## config.mk

```make
export PLATFORM = sky130hd
export DESIGN_NAME = dmaChannel
export DESIGN_NICKNAME = d
export VERILOG_FILES = /design/src/rtl/dmaChanPkg.sv /design/src/rtl/dmaPtrStep.sv /design/src/rtl/dmaChanDatapath.sv /design/src/rtl/dmaChanCtrl.sv /design/src/rtl/dmaChannel.sv
export SDC_FILE = /design/constraint.sdc
export NUM_CORES = 1
export LEC_CHECK = 0
export BUFFER_PORTS_ARGS = -buffer_cell sky130_fd_sc_hd__buf_2
export CORE_ASPECT_RATIO = 0.9
export CORE_MARGIN = 2
export CORE_UTILIZATION = 39
export CTS_CLUSTER_SIZE = 40
export DETAILED_ROUTE_END_ITERATION = 8
export PLACE_DENSITY_LB_ADDON = 0.12
export SETUP_SLACK_MARGIN = 0.05
export SYNTH_ARGS = -nofsm -noshare
export SYNTH_HDL_FRONTEND = slang
export SYNTH_SLANG_ARGS = --single-unit
```

## constraint.sdc

```tcl
create_clock -name clk -period 3.2 [get_ports clk]
set_input_delay 0.48 -clock clk [delete_from_list [all_inputs] [get_ports clk]]
set_output_delay 0.48 -clock clk [all_outputs]
set_load 0.02 [all_outputs]
```

## src/rtl/dmaChanPkg.sv

```systemverilog
package dmaChanPkg;

  localparam int REG_IDX_W = 3;

  localparam logic [REG_IDX_W-1:0] REG_SRC  = 3'd0;
  localparam logic [REG_IDX_W-1:0] REG_DST  = 3'd1;
  localparam logic [REG_IDX_W-1:0] REG_CTRL = 3'd2;
  localparam logic [REG_IDX_W-1:0] REG_LIST = 3'd3;
  localparam logic [REG_IDX_W-1:0] REG_CMD  = 3'd4;

  // control word field positions (shared by register and descriptor word 2)
  localparam int LEN_LSB   = 0;
  localparam int SMODE_LSB = 16;
  localparam int DMODE_LSB = 18;
  localparam int SIZE_LSB  = 20;
  localparam int LAST_BIT  = 22;

  localparam logic [1:0] MODE_UP   = 2'd1;
  localparam logic [1:0] MODE_DOWN = 2'd2;

  localparam logic [1:0] SEL_SRC  = 2'd0;
  localparam logic [1:0] SEL_DST  = 2'd1;
  localparam logic [1:0] SEL_LIST = 2'd2;

  localparam logic [1:0] SIZE_WORD = 2'd2;

  typedef enum logic [2:0] {
    ST_IDLE,
    ST_FETCH,
    ST_EVAL,
    ST_READ,
    ST_WRITE
  } chanState_e;

  typedef struct packed {
    logic       regOpen;
    logic       latchData;
    logic       stepXfer;
    logic       descLoad;
    logic [1:0] descIdx;
    logic [1:0] addrSel;
  } dpStrobe_t;

endpackage

```

## src/rtl/dmaPtrStep.sv

```systemverilog
module dmaPtrStep #(
  parameter int AW = 32
) (
  input  logic [AW-1:0] curPtr,
  input  logic [1:0]    mode,
  input  logic [1:0]    sizeCode,
  output logic [AW-1:0] nextPtr
);
  import dmaChanPkg::*;

  logic [AW-1:0] stepBytes;

  always_comb begin
    unique case (sizeCode)
      2'd0:    stepBytes = AW'(1);
      2'd1:    stepBytes = AW'(2);
      default: stepBytes = AW'(4);
    endcase
  end

  always_comb begin
    unique case (mode)
      MODE_UP:   nextPtr = curPtr + stepBytes;
      MODE_DOWN: nextPtr = curPtr - stepBytes;
      default:   nextPtr = curPtr;
    endcase
  end

endmodule

```

## src/rtl/dmaChanDatapath.sv

```systemverilog
module dmaChanDatapath
  import dmaChanPkg::*;
#(
  parameter int WORD_W = 32,
  parameter int LEN_W  = 16
) (
  input  logic                 clk,
  input  logic                 rstN,
  input  logic                 regWe,
  input  logic [REG_IDX_W-1:0] regAddr,
  input  logic [WORD_W-1:0]    regWdata,
  input  dpStrobe_t            strobe,
  input  logic [WORD_W-1:0]    busRdata,
  output logic [WORD_W-1:0]    busAddr,
  output logic [WORD_W-1:0]    busWdata,
  output logic [1:0]           xferSize,
  output logic                 lenZero,
  output logic                 lastDesc,
  output logic                 listMisaligned
);

  localparam int N_PTR = 2;

  logic [WORD_W-1:0] ptrCur  [N_PTR];
  logic [WORD_W-1:0] ptrNext [N_PTR];
  logic [1:0]        ptrMode [N_PTR];
  logic [WORD_W-1:0] listPtr;
  logic [WORD_W-1:0] dataHold;
  logic [LEN_W-1:0]  lenCnt;
  logic [1:0]        sizeCode;
  logic              lastFlag;

  logic              regHit;
  logic              ctrlLoad;
  logic [WORD_W-1:0] ctrlWord;
  logic [WORD_W-1:0] fetchAddr;

  // one stepping unit per pointer (0: source, 1: destination)
  for (genvar g = 0; g < N_PTR; g++) begin : gStep
    dmaPtrStep #(.AW(WORD_W)) uStep (
      .curPtr  (ptrCur[g]),
      .mode    (ptrMode[g]),
      .sizeCode(sizeCode),
      .nextPtr (ptrNext[g])
    );
  end

  assign regHit   = strobe.regOpen && regWe;
  assign ctrlLoad = (regHit && regAddr == REG_CTRL) ||
                    (strobe.descLoad && strobe.descIdx == 2'd2);
  assign ctrlWord = strobe.descLoad ? busRdata : regWdata;

  always_ff @(posedge clk) begin
    if (!rstN) begin
      ptrCur[0]  <= '0;
      ptrCur[1]  <= '0;
      ptrMode[0] <= '0;
      ptrMode[1] <= '0;
      listPtr    <= '0;
      dataHold   <= '0;
      lenCnt     <= '0;
      sizeCode   <= '0;
      lastFlag   <= 1'b0;
    end else begin
      if (regHit) begin
        case (regAddr)
          REG_SRC:  ptrCur[0] <= regWdata;
          REG_DST:  ptrCur[1] <= regWdata;
          REG_LIST: listPtr   <= regWdata;
          default: ;
        endcase
      end
      if (strobe.descLoad) begin
        case (strobe.descIdx)
          2'd0:    ptrCur[0] <= busRdata;
          2'd1:    ptrCur[1] <= busRdata;
          2'd3:    listPtr   <= busRdata;
          default: ;
        endcase
      end
      if (ctrlLoad) begin
        lenCnt     <= ctrlWord[LEN_LSB +: LEN_W];
        ptrMode[0] <= ctrlWord[SMODE_LSB +: 2];
        ptrMode[1] <= ctrlWord[DMODE_LSB +: 2];
        sizeCode   <= ctrlWord[SIZE_LSB +: 2];
        lastFlag   <= ctrlWord[LAST_BIT];
      end
      if (strobe.latchData) begin
        dataHold <= busRdata;
      end
      if (strobe.stepXfer) begin
        ptrCur[0] <= ptrNext[0];
        ptrCur[1] <= ptrNext[1];
        lenCnt    <= lenCnt - LEN_W'(1);
      end
    end
  end

  assign fetchAddr = listPtr + WORD_W'({strobe.descIdx, 2'b00});

  always_comb begin
    unique case (strobe.addrSel)
      SEL_SRC:  busAddr = ptrCur[0];
      SEL_DST:  busAddr = ptrCur[1];
      default:  busAddr = fetchAddr;
    endcase
  end

  assign busWdata       = dataHold;
  assign xferSize       = (sizeCode == 2'd3) ? SIZE_WORD : sizeCode;
  assign lenZero        = (lenCnt == '0);
  assign lastDesc       = lastFlag;
  assign listMisaligned = |listPtr[3:0];

endmodule

```

## src/rtl/dmaChanCtrl.sv

```systemverilog
module dmaChanCtrl
  import dmaChanPkg::*;
(
  input  logic      clk,
  input  logic      rstN,
  input  logic      cmdWe,
  input  logic [1:0] cmdBits,
  input  logic      lenZero,
  input  logic      lastDesc,
  input  logic      listMisaligned,
  input  logic      busReady,
  input  logic [1:0] xferSize,
  output dpStrobe_t strobe,
  output logic      busReq,
  output logic      busWe,
  output logic [1:0] busSize,
  output logic      done,
  output logic      error,
  output logic      busy
);

  chanState_e state, nextState;
  logic [1:0] descIdx, nextIdx;
  logic       linkedRun, nextLinked;
  logic       setDone, setErr;

  always_comb begin
    nextState      = state;
    nextIdx        = descIdx;
    nextLinked     = linkedRun;
    setDone        = 1'b0;
    setErr         = 1'b0;
    strobe         = '0;
    strobe.regOpen = (state == ST_IDLE);
    strobe.descIdx = descIdx;
    strobe.addrSel = SEL_SRC;
    busReq         = 1'b0;
    busWe          = 1'b0;
    busSize        = xferSize;

    unique case (state)
      ST_IDLE: begin
        if (cmdWe && cmdBits[1]) begin
          nextLinked = 1'b1;
          if (listMisaligned) begin
            setErr = 1'b1;
          end else begin
            nextIdx   = 2'd0;
            nextState = ST_FETCH;
          end
        end else if (cmdWe && cmdBits[0]) begin
          nextLinked = 1'b0;
          nextState  = ST_EVAL;
        end
      end
      ST_FETCH: begin
        busReq          = 1'b1;
        busSize         = SIZE_WORD;
        strobe.addrSel  = SEL_LIST;
        strobe.descLoad = busReady;
        if (busReady) begin
          nextIdx = descIdx + 2'd1;
          if (descIdx == 2'd3) begin
            nextState = ST_EVAL;
          end
        end
      end
      ST_EVAL: begin
        if (!lenZero) begin
          nextState = ST_READ;
        end else if (linkedRun && !lastDesc) begin
          if (listMisaligned) begin
            setErr    = 1'b1;
            nextState = ST_IDLE;
          end else begin
            nextIdx   = 2'd0;
            nextState = ST_FETCH;
          end
        end else begin
          setDone   = 1'b1;
          nextState = ST_IDLE;
        end
      end
      ST_READ: begin
        busReq           = 1'b1;
        strobe.addrSel   = SEL_SRC;
        strobe.latchData = busReady;
        if (busReady) begin
          nextState = ST_WRITE;
        end
      end
      ST_WRITE: begin
        busReq          = 1'b1;
        busWe           = 1'b1;
        strobe.addrSel  = SEL_DST;
        strobe.stepXfer = busReady;
        if (busReady) begin
          nextState = ST_EVAL;
        end
      end
      default: nextState = ST_IDLE;
    endcase
  end

  always_ff @(posedge clk) begin
    if (!rstN) begin
      state     <= ST_IDLE;
      descIdx   <= '0;
      linkedRun <= 1'b0;
      done      <= 1'b0;
      error     <= 1'b0;
    end else begin
      state     <= nextState;
      descIdx   <= nextIdx;
      linkedRun <= nextLinked;
      done      <= setDone;
      error     <= setErr;
    end
  end

  assign busy = (state != ST_IDLE);

endmodule

```

## src/rtl/dmaChannel.sv

```systemverilog
module dmaChannel
  import dmaChanPkg::*;
#(
  parameter int WORD_W = 32,
  parameter int LEN_W  = 16
) (
  input  logic                 clk,
  input  logic                 rstN,
  input  logic                 regWe,
  input  logic [REG_IDX_W-1:0] regAddr,
  input  logic [WORD_W-1:0]    regWdata,
  output logic                 busReq,
  output logic                 busWe,
  output logic [WORD_W-1:0]    busAddr,
  output logic [1:0]           busSize,
  output logic [WORD_W-1:0]    busWdata,
  input  logic [WORD_W-1:0]    busRdata,
  input  logic                 busReady,
  output logic                 done,
  output logic                 error,
  output logic                 busy
);

  dpStrobe_t  strobe;
  logic [1:0] xferSize;
  logic       lenZero;
  logic       lastDesc;
  logic       listMisaligned;
  logic       cmdWe;

  assign cmdWe = regWe && (regAddr == REG_CMD);

  dmaChanCtrl uCtrl (
    .clk           (clk),
    .rstN          (rstN),
    .cmdWe         (cmdWe),
    .cmdBits       (regWdata[1:0]),
    .lenZero       (lenZero),
    .lastDesc      (lastDesc),
    .listMisaligned(listMisaligned),
    .busReady      (busReady),
    .xferSize      (xferSize),
    .strobe        (strobe),
    .busReq        (busReq),
    .busWe         (busWe),
    .busSize       (busSize),
    .done          (done),
    .error         (error),
    .busy          (busy)
  );

  dmaChanDatapath #(.WORD_W(WORD_W), .LEN_W(LEN_W)) uPath (
    .clk           (clk),
    .rstN          (rstN),
    .regWe         (regWe),
    .regAddr       (regAddr),
    .regWdata      (regWdata),
    .strobe        (strobe),
    .busRdata      (busRdata),
    .busAddr       (busAddr),
    .busWdata      (busWdata),
    .xferSize      (xferSize),
    .lenZero       (lenZero),
    .lastDesc      (lastDesc),
    .listMisaligned(listMisaligned)
  );

endmodule

```

Yosys cells after proc, flatten, opt, wreduce, memory -nomap -nowiden
Memories as Yosys holds them, arrays and structs flattened.
Cells that the tools add are included.
Word-level totals
  bits of input ports: 71
  memory bits (read-only): 0
  bits in registers: 91
  bits in writable memories: 68
  memories kept: 2
  output and inout port bits: 71
  latch bits: 0
  word-level logic and storage cells: 154
Operators by class
  shift operators: 0
  reduce and logical (&&, ||, !) cells: 25
  bitwise operators: 8
  add/sub/neg operators: 7
  multiplexer cells: 75
  eq/ne operators: 27
  multiply operators: 0
  order comparisons: 0
  divide/modulo/power cells: 0
Memories
  uPath.ptrCur: words 2, width 32, rd ports 2, clocked after Yosys merged registers in 0, write ports 2, RTL line dmaChanDatapath.sv:24  | logic [WORD_W-1:0] ptrCur [N_PTR];
  uPath.ptrMode: words 2, width 2, rd ports 2, clocked after Yosys merged registers in 0, write ports 2, RTL line dmaChanDatapath.sv:26  | logic [1:0] ptrMode [N_PTR];
Operators by type and width (number)
  2-to-1 mux 32 bit: 10
  case mux 32 bit (2 select lines): 3
  adder 32 x 3 -> 32 bit: 2
  subtractor 32 bit: 2
  2-to-1 mux 1 bit: 37
  adder 32 x 4 -> 32 bit: 1
  2-to-1 mux 16 bit: 2
  2-to-1 mux 3 bit: 8
  2-to-1 mux 23 bit: 1
  2-to-1 mux 2 bit: 9
  zero test 16 bit: 1
  subtractor 16 x 1 -> 16 bit, second input constant: 1
  case mux 3 bit (5 select lines): 1
  equality test 3 x 2 -> 1 bit, second input constant: 4
  equality test 2 x 1 -> 1 bit, second input constant: 5
  equality test 2 bit, second input constant: 5
  inequality test 2 bit, second input constant: 4
  OR 1 bit: 8
  logical AND 1 bit: 7
  equality test 3 x 1 -> 1 bit, second input constant: 2
  equality test 3 bit, second input constant: 2
  zero test 2 bit: 3
  zero test 3 bit: 2
  inequality test 2 x 1 -> 1 bit, second input constant: 3
  other kinds (16): 19

Longest topological paths before layout
Gate-level depths: netlist of run 1.
  word-level depth: 8
  gate-level depth with buffers: 14
  mapped depth without buffers: 14

Hierarchy
From an unflattened synthesis of run 1, not the netlist that was laid out.
Second synthesis, totals
  cells, all modules: 1635
  area, all modules: 13490.4 um2
Modules (own cells, without submodules)
  dmaChanDatapath: cells each 922, area an instance 8508.2 um2, instances 1, sequential area each 3703.6 um2
  dmaPtrStep: cells each 320, area an instance 2184.6 um2, instances 2, sequential area each 0.0 um2
  dmaChanCtrl: cells each 72, area an instance 600.6 um2, instances 1, sequential area each 160.2 um2
  dmaChannel: cells each 1, area an instance 12.5 um2, instances 1, sequential area each 0.0 um2

Worst setup path before layout of run 1
OpenSTA, ideal clock, no wires.
  path kind: register to register
  from: memory uPath.ptrMode[0][0]
  to: memory uPath.ptrCur[0][31], data pin
  setup slack: -114 ps
  data arrival time: 3179 ps
  library setup time: 135 ps
  cell stages (with the launch flop): 13
  required time: 3065 ps
  path through: edfxtp_1 inv_1 ha_1 ha_1 a21o_1 a21oi_2 o211ai_1 a21o_1 a31o_4 a41oi_4 nor4_2 or4_1 nand3_1
RTL lines (RTL line)
  start: declaration: dmaChanDatapath.sv:26
  end: declaration: dmaChanDatapath.sv:24

Final worst setup path of run 1
  from: register uPath.listPtr[9]
  to: output busAddr[28]
Between the ends
  cells in the longest elaborated chain, start to end: 2
RTL lines
  start: declaration: RTL line dmaChanDatapath.sv:27  | logic [WORD_W-1:0] listPtr;
  start signal: assignment: RTL line dmaChanDatapath.sv:69  | REG_LIST: listPtr <= regWdata;
  start signal: assignment: RTL line dmaChanDatapath.sv:77  | 2'd3: listPtr <= busRdata;
  adder 32 x 4 -> 32 bit: RTL line dmaChanDatapath.sv:99  | assign fetchAddr = listPtr + WORD_W'({strobe.descIdx, 2'b00});
  case mux 32 bit (2 select lines): RTL line dmaChanDatapath.sv:102  | unique case (strobe.addrSel)
  end: declaration: RTL line dmaChannel.sv:14  | output logic [WORD_W-1:0] busAddr,
Every way passes these cells.

==> results.ini, run 1 <==
[outcome]
outcome=finished clean

[worst_setup_path]
reg2reg_from=uPath.ptrMode[0][3]$_SDFFCE_PN0P_
worstSetupPathType=reg2out
cp_max_fo=5
r2r_slack_ns=0.14
regToRegEndpoint=uPath.ptrCur[0][57]$_DFFE_PP_
reg2reg_depth=12
start_kind=flip-flop
worstPathCellList=and3_4 > and4_1 > nand4_1 > buf_4 > nor3_4 > and4_4 > nand4_1 > xnor2_1 > nand2_1 > o21ai_1 > buf_4
cpMaxStageDelayCell=dfxtp_4
max_stage_delay_ns=0.35
cp_data_required_time_ns=2.72
cp-end-kind=output pin
critical_path_arrival_ns=2.63

[worst_hold_path]
hold_start=busRdata[27]
whs_endpoint=uPath.busWdata[27]$_SDFFE_PN0P_
min_path_type=in2reg
min_path_cells=3

[sta]
finalCritPeriodShare_pct=97.3
finalCriticalPeriod_ns=3.11
tightest_slew_ns=1.05
fin_skew_ns=0.0171
drv_slew=0
tns_ns=0
relSlewSlack_pct=29.7
max_freq_ghz=0.321
rsz0062_at_grt=yes
hold_violations=0
setup_viol=0

[final_layout]
syn_to_final_growth_pct=21.9
fillers=2879
drive_gt1_share_pct=22.0
nets=1676
fin_util_pct=48.6

[power_and_ir_drop]
power_uw=5360
powerDensity_nw_per_um2=379
cellLeakagePower_uw=0.00669
power.ir.vdd_worst_uv=287

[placement]
place_congestion=0.899
numPortBuffers=141
dp.final_hpwl_microns=28700

[logic_synthesis]
synth_seq_area_share_pct=33.3
syn-cell-area_sq_um=11600
synth_top_cell_by_area=edfxtp_1
yosysUniqueCellTypes=70
synth-main-ff-cell=dfxtp_1
synth.avg_cell_area_sq_um=8.53
synth_nets=1506
synth_edf_count=68
synth_cells=1359
netlist.area_leader.share_pct=17.6
async_flop_share_pct=0
synth-seq-cells=159
yosys-top-cells-area=edfxtp_1, dfxtp_1, ha_1, nand2_1, mux2i_1
yosys_warnings=0

[cts]
cts_sinks=159
clkLatencyLatePin_ns=0.44
clk_pin_slew_ns=0.08
clock_path_buffers=2
cts_root_buf=clkbuf_16
cts_hold_buf=0
tritoncts=built
cts_max_level=4
cts_buffers=17

[run]
cap_violations=0

[grt]
grt_overflow=0
grt_max_degree=57
antenna_found_initial=2
grt_usage_pct=24.3
grt_pass1_wl_microns=59000
grt_pass1_vias=10300

[floorplanning]
fp.coreArea_sq_um=29100
die_x_microns=186
ios=142
initial_core_util_pct=39.9
rows=59
die_area_sq_um=31100
fp.dieH_microns=168

[detailed_routing]
vias=11000
remaining_drc_errors=0
antenna_left=0
first_pass_iters=5
first_iter_violations=939
vias_per_cell=5.68
wl_per_cell_microns=19.9
drt_wl_total_microns=38500

-- synthesized netlist by cell type (17+ instances only) --
master	number
a21o_1	38
o211a_1	36
nor2_1	40
a31oi_1	17
nand2_1	228
dfxtp_1	91
edfxtp_1	68
a22oi_1	29
xor2_1	28
ha_1	73
mux2i_1	65
nand3_1	36
clkbuf_1	57
a21boi_0	38
o21ai_0	122
inv_1	31
a21oi_1	82
xnor2_1	57
-- layout make-up --
type / count / area, sq um / area share [%]
clock inverter: 14 / 146 / 1.04
tap: 396 / 495 / 3.51
clock buffer: 18 / 429 / 3.04
inverter: 33 / 124 / 0.876
antenna: 1 / 2.50 / 0.0177
sequential: 159 / 3880 / 27.4
timing repair buffer: 226 / 1440 / 10.2
multi-input combinational: 1092 / 7620 / 53.9
-- flip-flops by register name (all words and copies together) (netlist names) --
name / count
uCtrl.error: 1
uPath.ptrCur: 64
uPath.sizeCode: 2
uPath.listPtr: 32
uPath.lenCnt: 16
uPath.ptrMode: 4
uCtrl.descIdx: 2
uCtrl.linkedRun: 1
uPath.busWdata: 32
uPath.lastDesc: 1
uCtrl.done: 1
uCtrl.state: 3
-- power by group --
part | internal, uW | switching [uW] | leakage (uW)
registers | 2180 | 62.8 | 0.00144
clock network | 1040 | 1020 | 0.000281
logic | 442 | 616 | 0.00496
-- metal layers --
metal / up-vias / share of wire, % / GRT usage, %
li1: 5325 / - / -
met1: 5302 / 48 / 36.6
met2: 346 / 44 / 36.4
met3: 36 / 6.2 / 3.81
met4: 2 / 1.3 / 5.24
met5: - / 0.018 / 0
-- worst max-delay path by stage --
stage,slack [ns],depth (start not counted),end,start
2_1_floorplan,0.16,12,uPath.ptrCur[0][31]$_DFFE_PP_,uPath.ptrMode[0][0]$_SDFFCE_PN0P_
3_3_place_gp,0.006,13,uPath.ptrCur[0][31]$_DFFE_PP_,uPath.ptrMode[0][0]$_SDFFCE_PN0P_
3_5_place_dp,-0.02,13,uPath.ptrCur[0][31]$_DFFE_PP_,uPath.ptrMode[0][0]$_SDFFCE_PN0P_
4_1_cts,-0.02,11,busAddr[28],uPath.listPtr[10]$_SDFF_PN0_
5_1_grt,-0.08,14,uPath.ptrCur[0][22]$_DFFE_PP_,uPath.ptrMode[0][1]$_SDFFCE_PN0P_
6_report,0.09,11,busAddr[28],uPath.listPtr[9]$_SDFF_PN0_
-- critical path, delay by kind of cell, from the launching register on --
kind                   cells  cell delay, ns
buffers and inverters      2            0.35
AO/OA/AOI/OAI              1            0.12
AND/OR/NAND/NOR            7            1.23
flip-flops                 1            0.35
XOR/XNOR                   1            0.16
-- through the flow --
step / cells / setup WS (ns) / cell area, sq um / hold WS, ns
floorplan: 1359 / 0.157 / 11600 / 0.443
global placement: 1889 / 0.00577 / 13100 / 0.451
detailed placement: 1889 / -0.0173 / 13100 / 0.456
CTS: 1927 / -0.0177 / 13800 / 0.307
global route: 1939 / -0.0754 / 14100 / 0.315
finish: 1939 / 0.0861 / 14100 / 0.322
-- logic make-up after synthesis --
group / after synthesis / share of synthesized area (%)
flip-flops: 159 / 33.3
AND/OR/NAND/NOR: 406 / 16.2
buffers and inverters: 109 / 3.67
XOR/XNOR: 85 / 6.42
adder cells (fa/ha/maj): 77 / 8.48
AO/OA/AOI/OAI: 457 / 26.2
multiplexers: 66 / 5.71
-- cells in the final DEF (no fill, tap or decap), drive strengths merged, types with 41 or more instances in the layout --
cell type	synthesis	final
nand2	230	230
xnor2	57	57
nor2	40	41
mux2i	65	65
buf	19	226
a21oi	84	84
edfxtp	68	68
dfxtp	91	91
o21ai	129	129
ha	73	73
-- what timing repair did --
action / CTS / global route
gates cloned: 0 / 1
gates resized for setup: 22 / 69
setup endpoints to repair: 20 / 43
pin swaps: 4 / 28
buffers inserted: 6 / 10
Note: power is estimated with default switching activity, not from simulation.
==> run 2: changes to the inputs <==
--- a/config.mk
+++ b/config.mk
@@ -7,8 +7,7 @@
 export LEC_CHECK = 0
 export BUFFER_PORTS_ARGS = -buffer_cell sky130_fd_sc_hd__buf_2
 export CORE_ASPECT_RATIO = 0.9
-export CORE_MARGIN = 2
-export CORE_UTILIZATION = 39
+export CORE_UTILIZATION = 50
 export CTS_CLUSTER_SIZE = 40
 export DETAILED_ROUTE_END_ITERATION = 8
 export PLACE_DENSITY_LB_ADDON = 0.12
==> results.ini, run 2 (synthesis results as in run 1) <==
[outcome]
outcome=finished clean

[power_and_ir_drop]
pwr-share-comb_pct=19.2  ; -0.5 points
intPower_uw=3680  ; +0.28%
powerDensity_nw_per_um2=386  ; +1.7%
power.ir.vdd_worst_uv=323  ; +13%
power_switching_uw=1690  ; -0.12%
cellLeakagePower_uw=0.00666  ; -0.44%
switching_share_pct=31.5  ; -0.088 points
seq_power_share_pct=41.7  ; -0.2 points
p_clk_share_pct=39.1  ; +0.7 points

[worst_setup_path]
start_kind=flip-flop
reg2reg_depth=13  ; +1
worstSetupPathType=reg2out
critical_path_arrival_ns=2.64  ; about the same
cp-end-kind=output pin
cp_data_required_time_ns=2.72  ; about the same
reg2reg_from=uPath.ptrMode[0][1]$_SDFFCE_PN0P_
r2r_slack_ns=0.15  ; about the same
regToRegEndpoint=uPath.ptrCur[0][24]$_DFFE_PP_
cp_max_fo=6  ; +1

[final_layout]
syn_to_final_growth_pct=20.0
stdcell_count=1825  ; -5.9%
drive_gt1_share_pct=21.1  ; -0.98 points
top_register=uPath.ptrCur
nets=1662  ; -0.84%
fin_util_pct=61.5  ; +13 points
final_common_cell=nand2_1
layout_common_cells=nand2_1, buf_2, o21ai_0
largest_register_ffs=64  ; unchanged
num_antenna_cells=0  ; -1
fin_area_sq_um=13900  ; -1.5%

[sta]
hold_violations=0  ; unchanged
relSlewSlack_pct=32.4  ; +2.7 points
finalCriticalPeriod_ns=3.12  ; +0.00705 ns
tightest_slew_ns=1.01  ; -0.0401 ns
rsz0062_at_grt=yes
tns_ns=0  ; unchanged
finalCritPeriodShare_pct=97.5  ; +0.22 points
whs_ns=0.319  ; -0.00321 ns
fin_skew_ns=0.0107  ; -0.00638 ns
setup_viol=0  ; unchanged
max_freq_ghz=0.320  ; -0.23%
drv_slew=0  ; unchanged

[detailed_routing]
highest_layer=met4
wl_per_cell_microns=20.1  ; +1.2%
antenna_left=0  ; unchanged
dr_wl_met3_microns=2680  ; +12%
drt-met1-wl_microns=17400  ; -6.3%
vias=11000  ; +0.25%
first_pass_iters=7  ; +2
vias_per_cell=6.05  ; +6.5%
first_iter_violations=1422  ; +51%
wl_met2_microns=16100  ; -5.6%
remaining_drc_errors=0  ; unchanged
drt_wl_total_microns=36700  ; -4.8%

[cts]
cts_sinks=159  ; unchanged
clk_pin_slew_ns=0.08  ; about the same
cts_root_buf=clkbuf_16
cts_hold_buf=0  ; unchanged
clkLatencyLatePin_ns=0.43  ; about the same
clock_path_buffers=2  ; unchanged
tritoncts=built
cts_max_level=4  ; unchanged
cts_buffers=17  ; unchanged

[placement]
post_dp_cell_area_sq_um=12800  ; -1.8%
place_congestion=0.959  ; +6.7%
numPortBuffers=141  ; unchanged
dp.final_hpwl_microns=26900  ; -6.2%
dp_cells=1774  ; -6.1%

[grt]
grt_pass1_vias=10100  ; -1.9%
grt_overflow=0  ; unchanged
antenna_found_initial=0  ; -2
grt_max_degree=65  ; +14%
grt_usage_pct=30.4  ; +6.1 points
grt_pass1_wl_microns=56200  ; -4.8%

[worst_hold_path]
hold_start=busRdata[31]
whs_endpoint=uPath.busWdata[31]$_SDFFE_PN0P_
min_path_cells=3  ; unchanged
min_path_type=in2reg

[floorplanning]
die_x_microns=163  ; -13%
rows=52  ; -12%
fp.dieH_microns=146  ; -13%
initial_core_util_pct=51.2  ; +11 points
fp.coreArea_sq_um=22600  ; -22%
die_area_sq_um=23800  ; -24%
ios=142  ; unchanged

[run]
cap_violations=0  ; unchanged

## run 2: cell count changes in the layout (fill, tap and decap cells not counted), sizes merged
cell | before | now
diode | 1 | 0
buf | 226 | 212
## run 2: what timing repair did
item / in CTS / in global routing
pin swaps: 4 / 34
gates resized for setup: 13 / 79
buffers inserted: 1 / 17
gates cloned: 0 / 1
setup endpoints to repair: 17 / 42
## run 2: through the flow
stage | worst slack [ns] | total power (uW)
after floorplan | 0.157 | 2890
after global placement | 0.0751 | 3230
after detailed placement | 0.00151 | 3240
after CTS | 0.0182 | 5330
after global routing | -0.0520 | 5570
final | 0.0790 | 5370
## run 2: critical path, stage by stage, from the launching register on
cell and delay [ns]:
dfxtp_4 0.38, and3_4 0.19, and4_1 0.19, nand4_1 0.14
nor3_2 0.23, buf_4 0.17, and4_4 0.30, nand3_4 0.09
xnor2_2 0.16, nand2_1 0.09, o21ai_1 0.12, buf_4 0.15
## run 2: layout make-up
cell class / count / area (sq um)
multi-input combinational: 1092 / 7620
timing repair buffer: 212 / 1320
fill: 1973 / 8730
sequential: 159 / 3870
clock inverter: 14 / 165
clock buffer: 18 / 439
inverter: 33 / 128
tap: 297 / 372
## run 2: metal layers
metal,vias up,GRT usage [%]
li1,5304,-
met1,5265,45.0
met2,428,45.1
met3,42,6.48
met4,0,6.42
met5,-,0
## run 2: worst max-delay path by stage
stage | cells past startpoint | slack, ns | end | start
finish | 11 | 0.08 | busAddr[31] | uPath.listPtr[9]$_SDFF_PN0_
global route | 12 | -0.05 | uPath.ptrCur[0][56]$_DFFE_PP_ | uPath.ptrMode[0][3]$_SDFFCE_PN0P_
CTS | 11 | 0.02 | busAddr[28] | uPath.listPtr[9]$_SDFF_PN0_
detailed placement | 13 | 0.002 | uPath.ptrCur[0][31]$_DFFE_PP_ | uPath.ptrMode[0][0]$_SDFFCE_PN0P_
global placement | 13 | 0.08 | uPath.ptrCur[0][31]$_DFFE_PP_ | uPath.ptrMode[0][0]$_SDFFCE_PN0P_
floorplan | 12 | 0.16 | uPath.ptrCur[0][31]$_DFFE_PP_ | uPath.ptrMode[0][0]$_SDFFCE_PN0P_
## run 2: power groups by stage
stage | clock network (uW) | registers, uW | logic [uW]
floorplan | 0 | 2260 | 630
global placement | 0 | 2280 | 953
detailed placement | 0 | 2280 | 956
CTS | 2120 | 2240 | 969
global route | 2210 | 2250 | 1120
finish | 2100 | 2240 | 1030
